**src/rtl/xd_pkg.sv**
```systemverilog
package xd_pkg;

    localparam int XD_XLEN  = 32;
    localparam int XD_LUN_W = 12;
    localparam int XD_SUB_W = 12;
    localparam int XD_OP_W  = 3;
    localparam int XD_NPORT = 4;
    localparam int XD_NENT  = 16;

    typedef enum logic [2:0] {
        ST_IDLE   = 3'd0,
        ST_DECODE = 3'd1,
        ST_ISSUE  = 3'd2,
        ST_AWAIT  = 3'd3,
        ST_LOCAL  = 3'd4,
        ST_FINISH = 3'd5,
        ST_FAULT  = 3'd6
    } xd_state_e;

    typedef enum logic [1:0] {
        CAUSE_NONE    = 2'd0,
        CAUSE_ILLEGAL = 2'd1,
        CAUSE_CONFIG  = 2'd2
    } xd_cause_e;

endpackage

```
**src/rtl/xd_map_table.sv**
```systemverilog
module xd_map_table #(
    parameter int NENT   = 16,
    parameter int LUN_W  = 12,
    parameter int SUB_W  = 12,
    parameter int PORT_W = 3,
    localparam int IDX_W = $clog2(NENT)
) (
    input  logic              clk,
    input  logic              rst_n,
    input  logic              wr_en,
    input  logic [IDX_W-1:0]  wr_idx,
    input  logic              wr_valid,
    input  logic [LUN_W-1:0]  wr_lun,
    input  logic [PORT_W-1:0] wr_port,
    input  logic [SUB_W-1:0]  wr_sub,
    input  logic [LUN_W-1:0]  look_lun,
    output logic              hit,
    output logic [PORT_W-1:0] hit_port,
    output logic [SUB_W-1:0]  hit_sub
);

    logic              ent_valid [NENT];
    logic [LUN_W-1:0]  ent_lun   [NENT];
    logic [PORT_W-1:0] ent_port  [NENT];
    logic [SUB_W-1:0]  ent_sub   [NENT];

    always_ff @(posedge clk or negedge rst_n) begin
        if (!rst_n) begin
            for (int i = 0; i < NENT; i++) begin
                ent_valid[i] <= 1'b0;
                ent_lun[i]   <= '0;
                ent_port[i]  <= '0;
                ent_sub[i]   <= '0;
            end
        end else if (wr_en) begin
            ent_valid[wr_idx] <= wr_valid;
            ent_lun[wr_idx]   <= wr_lun;
            ent_port[wr_idx]  <= wr_port;
            ent_sub[wr_idx]   <= wr_sub;
        end
    end

    // Scan from the top so that the lowest matching index is left standing.
    always_comb begin
        hit      = 1'b0;
        hit_port = '0;
        hit_sub  = '0;
        for (int i = NENT - 1; i >= 0; i--) begin
            if (ent_valid[i] && ent_lun[i] == look_lun) begin
                hit      = 1'b1;
                hit_port = ent_port[i];
                hit_sub  = ent_sub[i];
            end
        end
    end

endmodule

```
**src/rtl/xd_port_mux.sv**
```systemverilog
module xd_port_mux #(
    parameter int NPORT  = 4,
    parameter int XLEN   = 32,
    parameter int PORT_W = 3
) (
    input  logic [PORT_W-1:0]     sel,
    input  logic                  req_in,
    output logic                  req_taken,
    output logic                  rsp_valid,
    output logic                  rsp_err,
    output logic [XLEN-1:0]       rsp_data,
    output logic [NPORT-1:0]      dev_req_valid,
    input  logic [NPORT-1:0]      dev_req_ready,
    input  logic [NPORT-1:0]      dev_rsp_valid,
    input  logic [NPORT-1:0]      dev_rsp_err,
    input  logic [NPORT*XLEN-1:0] dev_rsp_data
);

    for (genvar g = 0; g < NPORT; g++) begin : g_req
        assign dev_req_valid[g] = req_in && (sel == PORT_W'(g));
    end

    always_comb begin
        req_taken = 1'b0;
        rsp_valid = 1'b0;
        rsp_err   = 1'b0;
        rsp_data  = '0;
        for (int i = 0; i < NPORT; i++) begin
            if (sel == PORT_W'(i)) begin
                req_taken = req_in && dev_req_ready[i];
                rsp_valid = dev_rsp_valid[i];
                rsp_err   = dev_rsp_err[i];
                rsp_data  = dev_rsp_data[i*XLEN +: XLEN];
            end
        end
    end

endmodule

```
**src/rtl/xd_fallback.sv**
```systemverilog
module xd_fallback #(
    parameter int XLEN  = 32,
    parameter int SUB_W = 12
) (
    input  logic [SUB_W-1:0] sub,
    output logic             err,
    output logic [XLEN-1:0]  data
);

    // Subdevice 0 answers zero, subdevice 1 answers all ones.
    always_comb begin
        err  = 1'b0;
        data = '0;
        if (sub == SUB_W'(1)) begin
            data = '1;
        end else if (sub != '0) begin
            err = 1'b1;
        end
    end

endmodule

```
**src/rtl/xcmd_dispatch.sv**
```systemverilog
module xcmd_dispatch
    import xd_pkg::*;
#(
    parameter int XLEN   = XD_XLEN,
    parameter int LUN_W  = XD_LUN_W,
    parameter int SUB_W  = XD_SUB_W,
    parameter int OP_W   = XD_OP_W,
    parameter int NPORT  = XD_NPORT,
    parameter int NENT   = XD_NENT,
    localparam int PORT_W = $clog2(NPORT + 1),
    localparam int IDX_W  = $clog2(NENT),
    localparam int CODE_W = SUB_W + OP_W
) (
    input  logic                  clk,
    input  logic                  rst_n,
    input  logic                  cmd_valid,
    output logic                  cmd_ready,
    input  logic [OP_W-1:0]       cmd_op,
    input  logic [XLEN-1:0]       cmd_rs1,
    input  logic [XLEN-1:0]       cmd_rs2,
    input  logic                  cfg_we,
    input  logic [IDX_W-1:0]      cfg_idx,
    input  logic                  cfg_valid,
    input  logic [LUN_W-1:0]      cfg_lun,
    input  logic [PORT_W-1:0]     cfg_port,
    input  logic [SUB_W-1:0]      cfg_sub,
    output logic [NPORT-1:0]      dev_req_valid,
    input  logic [NPORT-1:0]      dev_req_ready,
    output logic [CODE_W-1:0]     dev_code,
    output logic [XLEN-1:0]       dev_rs1,
    output logic [XLEN-1:0]       dev_rs2,
    input  logic [NPORT-1:0]      dev_rsp_valid,
    input  logic [NPORT-1:0]      dev_rsp_err,
    input  logic [NPORT*XLEN-1:0] dev_rsp_data,
    output logic                  done,
    output logic [XLEN-1:0]       result,
    output logic                  trap,
    output logic [1:0]            trap_cause
);

    localparam logic [PORT_W-1:0] FB_PORT = PORT_W'(NPORT);
    localparam logic [LUN_W-1:0]  LUN_ZERO_FB = LUN_W'(1);
    localparam logic [LUN_W-1:0]  LUN_ONES_FB = LUN_W'(2);

    xd_state_e         state_q, state_d;
    logic [OP_W-1:0]   op_q;
    logic [XLEN-1:0]   rs1_q, rs2_q;
    logic [PORT_W-1:0] port_q;
    logic [SUB_W-1:0]  sub_q;
    logic [XLEN-1:0]   res_q;
    xd_cause_e         cause_q;

    logic [LUN_W-1:0]  lun;
    logic              tbl_hit;
    logic [PORT_W-1:0] tbl_port;
    logic [SUB_W-1:0]  tbl_sub;
    logic              mux_taken, mux_rsp_valid, mux_rsp_err;
    logic [XLEN-1:0]   mux_rsp_data;
    logic              fb_err;
    logic [XLEN-1:0]   fb_data;
    logic              lun_builtin, to_port, to_local;

    assign lun = rs1_q[LUN_W-1:0];

    xd_map_table #(
        .NENT(NENT), .LUN_W(LUN_W), .SUB_W(SUB_W), .PORT_W(PORT_W)
    ) u_table (
        .clk      (clk),
        .rst_n    (rst_n),
        .wr_en    (cfg_we),
        .wr_idx   (cfg_idx),
        .wr_valid (cfg_valid),
        .wr_lun   (cfg_lun),
        .wr_port  (cfg_port),
        .wr_sub   (cfg_sub),
        .look_lun (lun),
        .hit      (tbl_hit),
        .hit_port (tbl_port),
        .hit_sub  (tbl_sub)
    );

    xd_port_mux #(
        .NPORT(NPORT), .XLEN(XLEN), .PORT_W(PORT_W)
    ) u_mux (
        .sel           (port_q),
        .req_in        (state_q == ST_ISSUE),
        .req_taken     (mux_taken),
        .rsp_valid     (mux_rsp_valid),
        .rsp_err       (mux_rsp_err),
        .rsp_data      (mux_rsp_data),
        .dev_req_valid (dev_req_valid),
        .dev_req_ready (dev_req_ready),
        .dev_rsp_valid (dev_rsp_valid),
        .dev_rsp_err   (dev_rsp_err),
        .dev_rsp_data  (dev_rsp_data)
    );

    xd_fallback #(
        .XLEN(XLEN), .SUB_W(SUB_W)
    ) u_fallback (
        .sub  (sub_q),
        .err  (fb_err),
        .data (fb_data)
    );

    assign lun_builtin = (lun == LUN_ZERO_FB) || (lun == LUN_ONES_FB);
    assign to_port     = tbl_hit && (tbl_port < FB_PORT);
    assign to_local    = tbl_hit && (tbl_port == FB_PORT);

    // State register
    always_ff @(posedge clk or negedge rst_n) begin
        if (!rst_n) state_q <= ST_IDLE;
        else        state_q <= state_d;
    end

    // Transitions
    always_comb begin
        state_d = state_q;
        unique case (state_q)
            ST_IDLE:   if (cmd_valid) state_d = ST_DECODE;
            ST_DECODE: begin
                if (lun == '0)        state_d = ST_FAULT;
                else if (lun_builtin) state_d = ST_LOCAL;
                else if (to_port)     state_d = ST_ISSUE;
                else if (to_local)    state_d = ST_LOCAL;
                else                  state_d = ST_FAULT;
            end
            ST_ISSUE:  if (mux_taken) state_d = ST_AWAIT;
            ST_AWAIT:  if (mux_rsp_valid) state_d = mux_rsp_err ? ST_FAULT : ST_FINISH;
            ST_LOCAL:  state_d = fb_err ? ST_FAULT : ST_FINISH;
            ST_FINISH: state_d = ST_IDLE;
            ST_FAULT:  state_d = ST_IDLE;
            default:   state_d = ST_IDLE;
        endcase
    end

    // Command context registers
    always_ff @(posedge clk or negedge rst_n) begin
        if (!rst_n) begin
            op_q    <= '0;
            rs1_q   <= '0;
            rs2_q   <= '0;
            port_q  <= '0;
            sub_q   <= '0;
            res_q   <= '0;
            cause_q <= CAUSE_NONE;
        end else begin
            unique case (state_q)
                ST_IDLE: begin
                    if (cmd_valid) begin
                        op_q    <= cmd_op;
                        rs1_q   <= cmd_rs1;
                        rs2_q   <= cmd_rs2;
                        res_q   <= '0;
                        cause_q <= CAUSE_NONE;
                    end
                end
                ST_DECODE: begin
                    cause_q <= CAUSE_ILLEGAL;
                    if (lun == LUN_ZERO_FB) begin
                        port_q <= FB_PORT;
                        sub_q  <= SUB_W'(0);
                    end else if (lun == LUN_ONES_FB) begin
                        port_q <= FB_PORT;
                        sub_q  <= SUB_W'(1);
                    end else begin
                        port_q <= tbl_port;
                        sub_q  <= tbl_sub;
                    end
                end
                ST_LOCAL: begin
                    cause_q <= CAUSE_CONFIG;
                    res_q   <= fb_err ? '0 : fb_data;
                end
                ST_AWAIT: begin
                    if (mux_rsp_valid) begin
                        cause_q <= CAUSE_CONFIG;
                        res_q   <= mux_rsp_err ? '0 : mux_rsp_data;
                    end
                end
                default: ;
            endcase
        end
    end

    // Outputs
    always_comb begin
        cmd_ready  = (state_q == ST_IDLE);
        done       = (state_q == ST_FINISH) || (state_q == ST_FAULT);
        trap       = (state_q == ST_FAULT);
        trap_cause = (state_q == ST_FAULT) ? cause_q : CAUSE_NONE;
        result     = (state_q == ST_FINISH) ? res_q : '0;
        dev_code   = {op_q, sub_q};
        dev_rs1    = rs1_q;
        dev_rs2    = rs2_q;
    end

    // once taken, the next command waits
    p_busy_after_accept_r2: assert property (@(posedge clk) disable iff (!rst_n)
        (cmd_valid && cmd_ready) |=> !cmd_ready);

    // a waiting request does not move
    p_req_hold_r4: assert property (@(posedge clk) disable iff (!rst_n)
        ((|dev_req_valid) && !(|(dev_req_valid & dev_req_ready)))
        |=> (dev_req_valid == $past(dev_req_valid)) && $stable(dev_code)
            && $stable(dev_rs1) && $stable(dev_rs2));

    // an illegal trap is never preceded by a device request
    p_illegal_noreq_r6: assert property (@(posedge clk) disable iff (!rst_n)
        (trap && trap_cause == CAUSE_ILLEGAL) |-> ($past(dev_req_valid) == '0));

    // done is a single-cycle strobe
    p_done_pulse_r11: assert property (@(posedge clk) disable iff (!rst_n)
        done |=> !done);

    // trap is a single-cycle strobe
    p_trap_pulse_r11: assert property (@(posedge clk) disable iff (!rst_n)
        trap |=> !trap);

    // an error response is followed by a configuration trap
    p_err_traps_r9: assert property (@(posedge clk) disable iff (!rst_n)
        ((state_q == ST_AWAIT) && |(dev_rsp_valid & dev_rsp_err & dev_req_valid_last))
        |=> (trap && trap_cause == CAUSE_CONFIG));

    logic [NPORT-1:0] dev_req_valid_last;
    always_ff @(posedge clk or negedge rst_n) begin
        if (!rst_n)             dev_req_valid_last <= '0;
        else if (|dev_req_valid) dev_req_valid_last <= dev_req_valid;
    end

endmodule

```
**config.mk**
```make
export PLATFORM = sky130hd
export DESIGN_NAME = xcmd_dispatch
export DESIGN_NICKNAME = d
export VERILOG_FILES = /design/src/rtl/xd_pkg.sv /design/src/rtl/xd_map_table.sv /design/src/rtl/xd_port_mux.sv /design/src/rtl/xd_fallback.sv /design/src/rtl/xcmd_dispatch.sv
export SDC_FILE = /design/constraint.sdc
export NUM_CORES = 1
export LEC_CHECK = 0
export CORE_MARGIN = 4
export CORE_UTILIZATION = 54
export CTS_CLUSTER_SIZE = 12
export DETAILED_ROUTE_END_ITERATION = 7
export DONT_BUFFER_PORTS = 1
export PLACE_DENSITY_LB_ADDON = 0.12
export SYNTH_ARGS = -nofsm -noshare
export SYNTH_HDL_FRONTEND = slang
export SYNTH_SLANG_ARGS = --single-unit
```
**constraint.sdc**
```tcl
create_clock -name clk -period 2.7 [get_ports clk]
set_input_delay 0.54 -clock clk [delete_from_list [all_inputs] [get_ports clk]]
set_output_delay 0.54 -clock clk [all_outputs]
set_load 0.01 [all_outputs]
```
Yosys cells after proc, flatten, opt, wreduce, memory -nomap -nowiden
Index checks and enable logic that the tools add are counted.
- logic and storage cells: 248
- register bits after elaboration: 567
- output and inout port bits: 120
- input port bits: 243
- bitwise gates (word level): 1
- eq/ne operators: 32
- reductions and logical operators: 39
- multiplexer cells: 101
- magnitude comparators: 3
- operators with widths (kind ; number):
    $bwmux W192 ; 2
    $mux W32 ; 10
    $mux W12 ; 19
    $eq A12 B12 Y1 ; 16
    $pmux W32 S3 ; 1
    $mux W3 ; 25
    $bwmux W48 ; 1
    $demux W12 S4 ; 1
    $mux W1 ; 31
    $logic_and A1 B1 Y1 ; 27
    $eq A12 B1 Y1 const B ; 2
    $bwmux W16 ; 1
    $pmux W3 S5 ; 1
    $demux W3 S4 ; 1
    $eq A12 B2 Y1 const B ; 1
    $eq A3 B2 Y1 const B ; 4
    $eq A3 B3 Y1 const B ; 4
    $logic_not A12 Y1 ; 1
    $mux W2 ; 6
    $reduce_bool A12 Y1 ; 1
    $reduce_and A3 Y1 ; 3
    $pmux W2 S4 ; 1
    $eq A3 B1 Y1 const B ; 2
    $logic_not A3 Y1 ; 2
    other kinds (10) ; 13

Depth between registers and ports, before layout
- word-level depth: 25
- gate-level depth with buffers: 13
- mapped depth without buffers: 9

By module
Synthesis repeated with hierarchy kept, for this count alone.
- cells, all modules: 2242
- area total of the unflattened synthesis: 27923.0 µm²
- modules (own cells, without submodules) (module ; instances ; cells an instance ; area each (µm²) ; sequential area each (µm²)):
    xd_map_table ; 1 ; 1681 ; 21371.7 ; 11210.8
    xcmd_dispatch ; 1 ; 394 ; 5163.7 ; 2977.9
    xd_port_mux ; 1 ; 130 ; 1111.1 ; 0.0
    xd_fallback ; 1 ; 37 ; 276.5 ; 0.0

Least setup slack after synthesis
OpenSTA, ideal clock, no wires.
- kind: register to register
- from: register rs1_q[3], in the netlist dev_rs1[3]
- to: register state_q[1]
- path buffers: 2
- arrival time: 2.808 ns
- setup time: 0.131 ns
- setup slack: -0.239 ns
- period minus slack after synthesis: 2.939 ns
- stages on the path, launching flop included: 12
- data required time: 2.569 ns
- cells stage by stage: dfrtp_1 > buf_6 > xor2_1 > or4_1 > or4_4 > buf_6 > o21ai_2 > o21ai_2 > a311oi_2 > o22a_2 > a31oi_1 > or3_1
- cells in the longest elaborated chain, start to end: 25
- elaborated cells between the ends (all ways): 77
- classes of those cells: order compare: 1; eq/ne: 19; mux: 37; reduce/logical: 20
- RTL lines (element ; line ; text):
    from (decl) ; xcmd_dispatch.sv:47 ; logic [XLEN-1:0] rs1_q, rs2_q;
    from (signal assigned) ; xcmd_dispatch.sv:152 ; rs1_q <= cmd_rs1;
    branches (longest 23 deep; another with $eq A12 B12 Y1) ; -- ;
    $mux W3 * ; xcmd_dispatch.sv:122 ; if (lun == '0) state_d = ST_FAULT;
    $pmux W3 S5 * ; xcmd_dispatch.sv:119 ; unique case (state_q)
    to (signal assigned) ; xcmd_dispatch.sv:113 ; else state_q <= state_d;
    to (decl) ; xcmd_dispatch.sv:45 ; xd_state_e state_q, state_d;
Mark *: on every way between the ends.
A chain may end at the register's enable or synchronous reset.

Worst setup path in the final report
Same ends and word-level chain as after synthesis.

==> impl_metrics.env <==
export IMPL_run_status="finished with violations"
export IMPL_violations="hold timing, slew limit, setup timing"
export IMPL_synthTopCellsByCount="dfrtp_1, mux2_2, xnor2_1"
export IMPL_arrival_ns=3.39
export IMPL_synth_area_leaders="dfrtp_1, mux2_2, xnor2_1"
export IMPL_fp_coreArea_um2=50300
export IMPL_via_per_inst=6.14
export IMPL_cts_root_buffer="clkbuf_16"
export IMPL_final_cell_area_um2=32900
export IMPL_vias=19000
export IMPL_cts_made_buffers=60
export IMPL_p_clk_frac=0.248
export IMPL_synthesis_area_um2=27500
export IMPL_setup_viol=17
export IMPL_yosysSeqAreaShare=0.516
export IMPL_swShare=0.325
export IMPL_clk_pin_slew_worst_paths_ns=0.06
export IMPL_area_delta_synth_final_pct=19.6
export IMPL_fillers=3797
export IMPL_grt_pass1_vias=19600
export IMPL_overflow=0
export IMPL_ant_nets=0
export IMPL_avgSynthCellArea_um2=12.3
export IMPL_synthArstFlopShare=1.00
export IMPL_dr_first_iter_drc_count=1504
export IMPL_relSlewSlack=-0.0873
export IMPL_dr_pass1_iters=7
export IMPL_rows=82
export IMPL_finalWorstSetupSlack_ns=-0.197
export IMPL_clock_sinks=567
export IMPL_finalCritPeriodShare=1.07
export IMPL_synth_cells=2232
export IMPL_routedWlPerCell_um=26.1
export IMPL_p_int_mw=21.0
export IMPL_cts_buffer_depth=3
export IMPL_pwr_share_seq=0.415
export IMPL_layout_min_cycle_time_ns=2.90
export IMPL_grt_antenna_before_repair=8
export IMPL_ys_warn_count=0
export IMPL_endpoint_kind="flop"
export IMPL_synth_edf_count=0
export IMPL_synth_cell_type_count=66
export IMPL_gr_usage_met1=0.405
export IMPL_worst_setup_path_start_kind="flop"
export IMPL_yosysTopAreaCell="dfrtp_1"
export IMPL_dp_hpwl_um=54000
export IMPL_holdWs_ns=-0.383
export IMPL_grt_max_degree=568
export IMPL_ir_drop_mv=0.713
export IMPL_wl_um=80700
export IMPL_cts_tree="yes"
export IMPL_p_comb_frac=0.338
export IMPL_required_ns=3.20
export IMPL_htree_levels=2
export IMPL_crit_fanout=8
export IMPL_power_switching_mw=10.1
export IMPL_power_leakage_nw=14.1
export IMPL_p_per_area_nw_per_um2=944
export IMPL_synth_top_area_frac=0.516
export IMPL_die_w_um=234
export IMPL_gp_congestion=0.861
export IMPL_hold_viol=553
export IMPL_worst_slew_pin_slew_ns=1.63
export IMPL_grt_pass1_wl_um=121000
export IMPL_hp_class="in2async"
export IMPL_maxCapViolCount=0
export IMPL_die_h_um=234
export IMPL_max_clock_freq_mhz=345
export IMPL_start_util=0.547
export IMPL_slew_violations=127
export IMPL_grtUsageTotal=0.289
export IMPL_ios=363
export IMPL_met2_usage=0.472
export IMPL_post_synth_top_count_cell="dfrtp_1"
export IMPL_io_buffer_count=0
export IMPL_setup_tns_ns=-2.23
export IMPL_drive_above_1_share=0.438
export IMPL_placed_area_um2=29600
export IMPL_synthFlopType="dfrtp_1"
export IMPL_rsz0062_at_grt="yes"
export IMPL_route_detailed_drc=0
export IMPL_synthesis_nets=2475
export IMPL_met3_usage=0.0421
export IMPL_fin_skew_ns=0.0226
export IMPL_crit_type="reg2reg"
export IMPL_top_usage_layer="met2"
export IMPL_dieArea_um2=54600
export IMPL_nets=2621
export IMPL_worstSkewPairLatency_ns=0.62
export IMPL_ys_seq_elements=567
kinds of logic (layout without fill, tap and decap cells):
kind of cell,Yosys count,count (layout),synth area share
flops,567,567,0.516
mux,546,546,0.238
simple gates,477,477,0.0867
compound gates,265,265,0.0705
xor+xnor,195,195,0.0621
buf+inv,182,365,0.0271
other cells,0,6,0
worst max-delay path, cell delays in order, from the launching register on:
cell     delay, ns
dfrtp_2       0.48
buf_6         0.16
buf_4         0.16
xnor2_2       0.16
nand3_1       0.12
or4_4         0.55
buf_6         0.16
o21ai_0       0.10
or3_4         0.18
a41oi_1       0.10
a21bo_2       0.23
a31oi_1       0.08
or3_1         0.30
worst paths after layout:
check                      slack [ns]                    from  depth (start not counted)                               end
max                             -0.20  dev_rs1[3]$_DFFE_PN0P_                         12            state_q[1]$_DFFE_PN0P_
min                             -0.38                   rst_n                          0  u_table.ent_port[33]$_DFFE_PN0P_
max reg2reg                     -0.20  dev_rs1[3]$_DFFE_PN0P_                         12            state_q[1]$_DFFE_PN0P_
min reg2reg                      0.50   res_q[11]$_DFFE_PN0P_                          1             res_q[11]$_DFFE_PN0P_
max in group asynchronous        1.64                   rst_n                          0           dev_rs1[11]$_DFFE_PN0P_
min in group clk                 0.06             cfg_port[0]                          2  u_table.ent_port[24]$_DFFE_PN0P_
area by class of cell:
| type | instances | area (um2) | area share |
|---|---|---|---|
| flip-flops and latches | 567 | 14200 | 0.432 |
| clock buffers | 91 | 1750 | 0.0532 |
| clock inverters | 8 | 42.5 | 0.00129 |
| repair buffers | 252 | 2300 | 0.0698 |
| inverters | 14 | 52.6 | 0.00160 |
| well taps | 672 | 841 | 0.0256 |
| diodes | 6 | 15.0 | 0.000456 |
| multi-input cells | 1483 | 13700 | 0.417 |
layer usage:
layer	vias up	part of all wire	routed length, um
met3	108	0.058	4660
li1	8339	-	-
met5	-	0	0
met1	9960	0.43	34700
met2	594	0.49	39600
met4	0	0.021	1690
state kept, by name, summed over array words and instances (netlist names), 12 cells and up:
name               count
dev_rs1               32
dev_rs2               32
res_q                 32
sub_q                 12
u_table.ent_lun      192
u_table.ent_port      48
u_table.ent_sub      192
u_table.ent_valid     16
placed cells by master (no fill, tap or decap), types with 8 or more instances in the layout:
master / instances
a211oi_1: 10
a211oi_2: 13
a21o_1: 11
a21oi_1: 12
a221oi_2: 9
a22o_1: 32
a22oi_1: 21
and2_1: 36
buf_12: 20
buf_4: 194
buf_6: 32
clkbuf_1: 19
clkbuf_16: 61
clkbuf_8: 11
dfrtp_1: 559
dfrtp_2: 8
inv_1: 14
mux2_2: 506
mux4_2: 35
nand2_1: 155
nand2b_1: 11
nand3_1: 28
nand4_1: 51
nor2_1: 67
nor2_2: 13
nor3_1: 19
nor4_2: 10
nor4_4: 9
o211ai_1: 29
o21a_1: 8
o21ai_0: 38
o21ai_1: 10
o311ai_1: 8
or4_4: 11
xnor2_1: 133
xnor2_2: 46
xor2_1: 8
metrics by stage:
stage                     power (mW)  instances  worst slack [ns]   util
final                           31.1       3093            -0.197  0.654
after global routing            32.5       3093            -0.294  0.654
after CTS                       30.5       3075            -0.211  0.642
after detailed placement        22.0       2955            -0.499  0.589
after global placement          21.7       2955            -0.423  0.589
after floorplan                 18.6       2232            -0.186      -
power groups by stage:
stage	registers, mW	logic [mW]	clock network [mW]
2_1_floorplan	12.3	6.37	0
3_3_place_gp	12.7	8.99	0
3_5_place_dp	12.8	9.20	0
4_1_cts	12.8	9.87	7.82
5_1_grt	13.1	11.2	8.15
6_report	12.9	10.5	7.69
what timing repair did:
item | 4_1_cts | 5_1_grt
pin swaps | 48 | 42
hold endpoints to repair | 567 | 567
resized for setup | 152 | 91
gates cloned | 1 | 0
buffers inserted | 21 | 13
endpoints found under the setup margin | 21 | 18
Power figures use the tool's default switching activity.
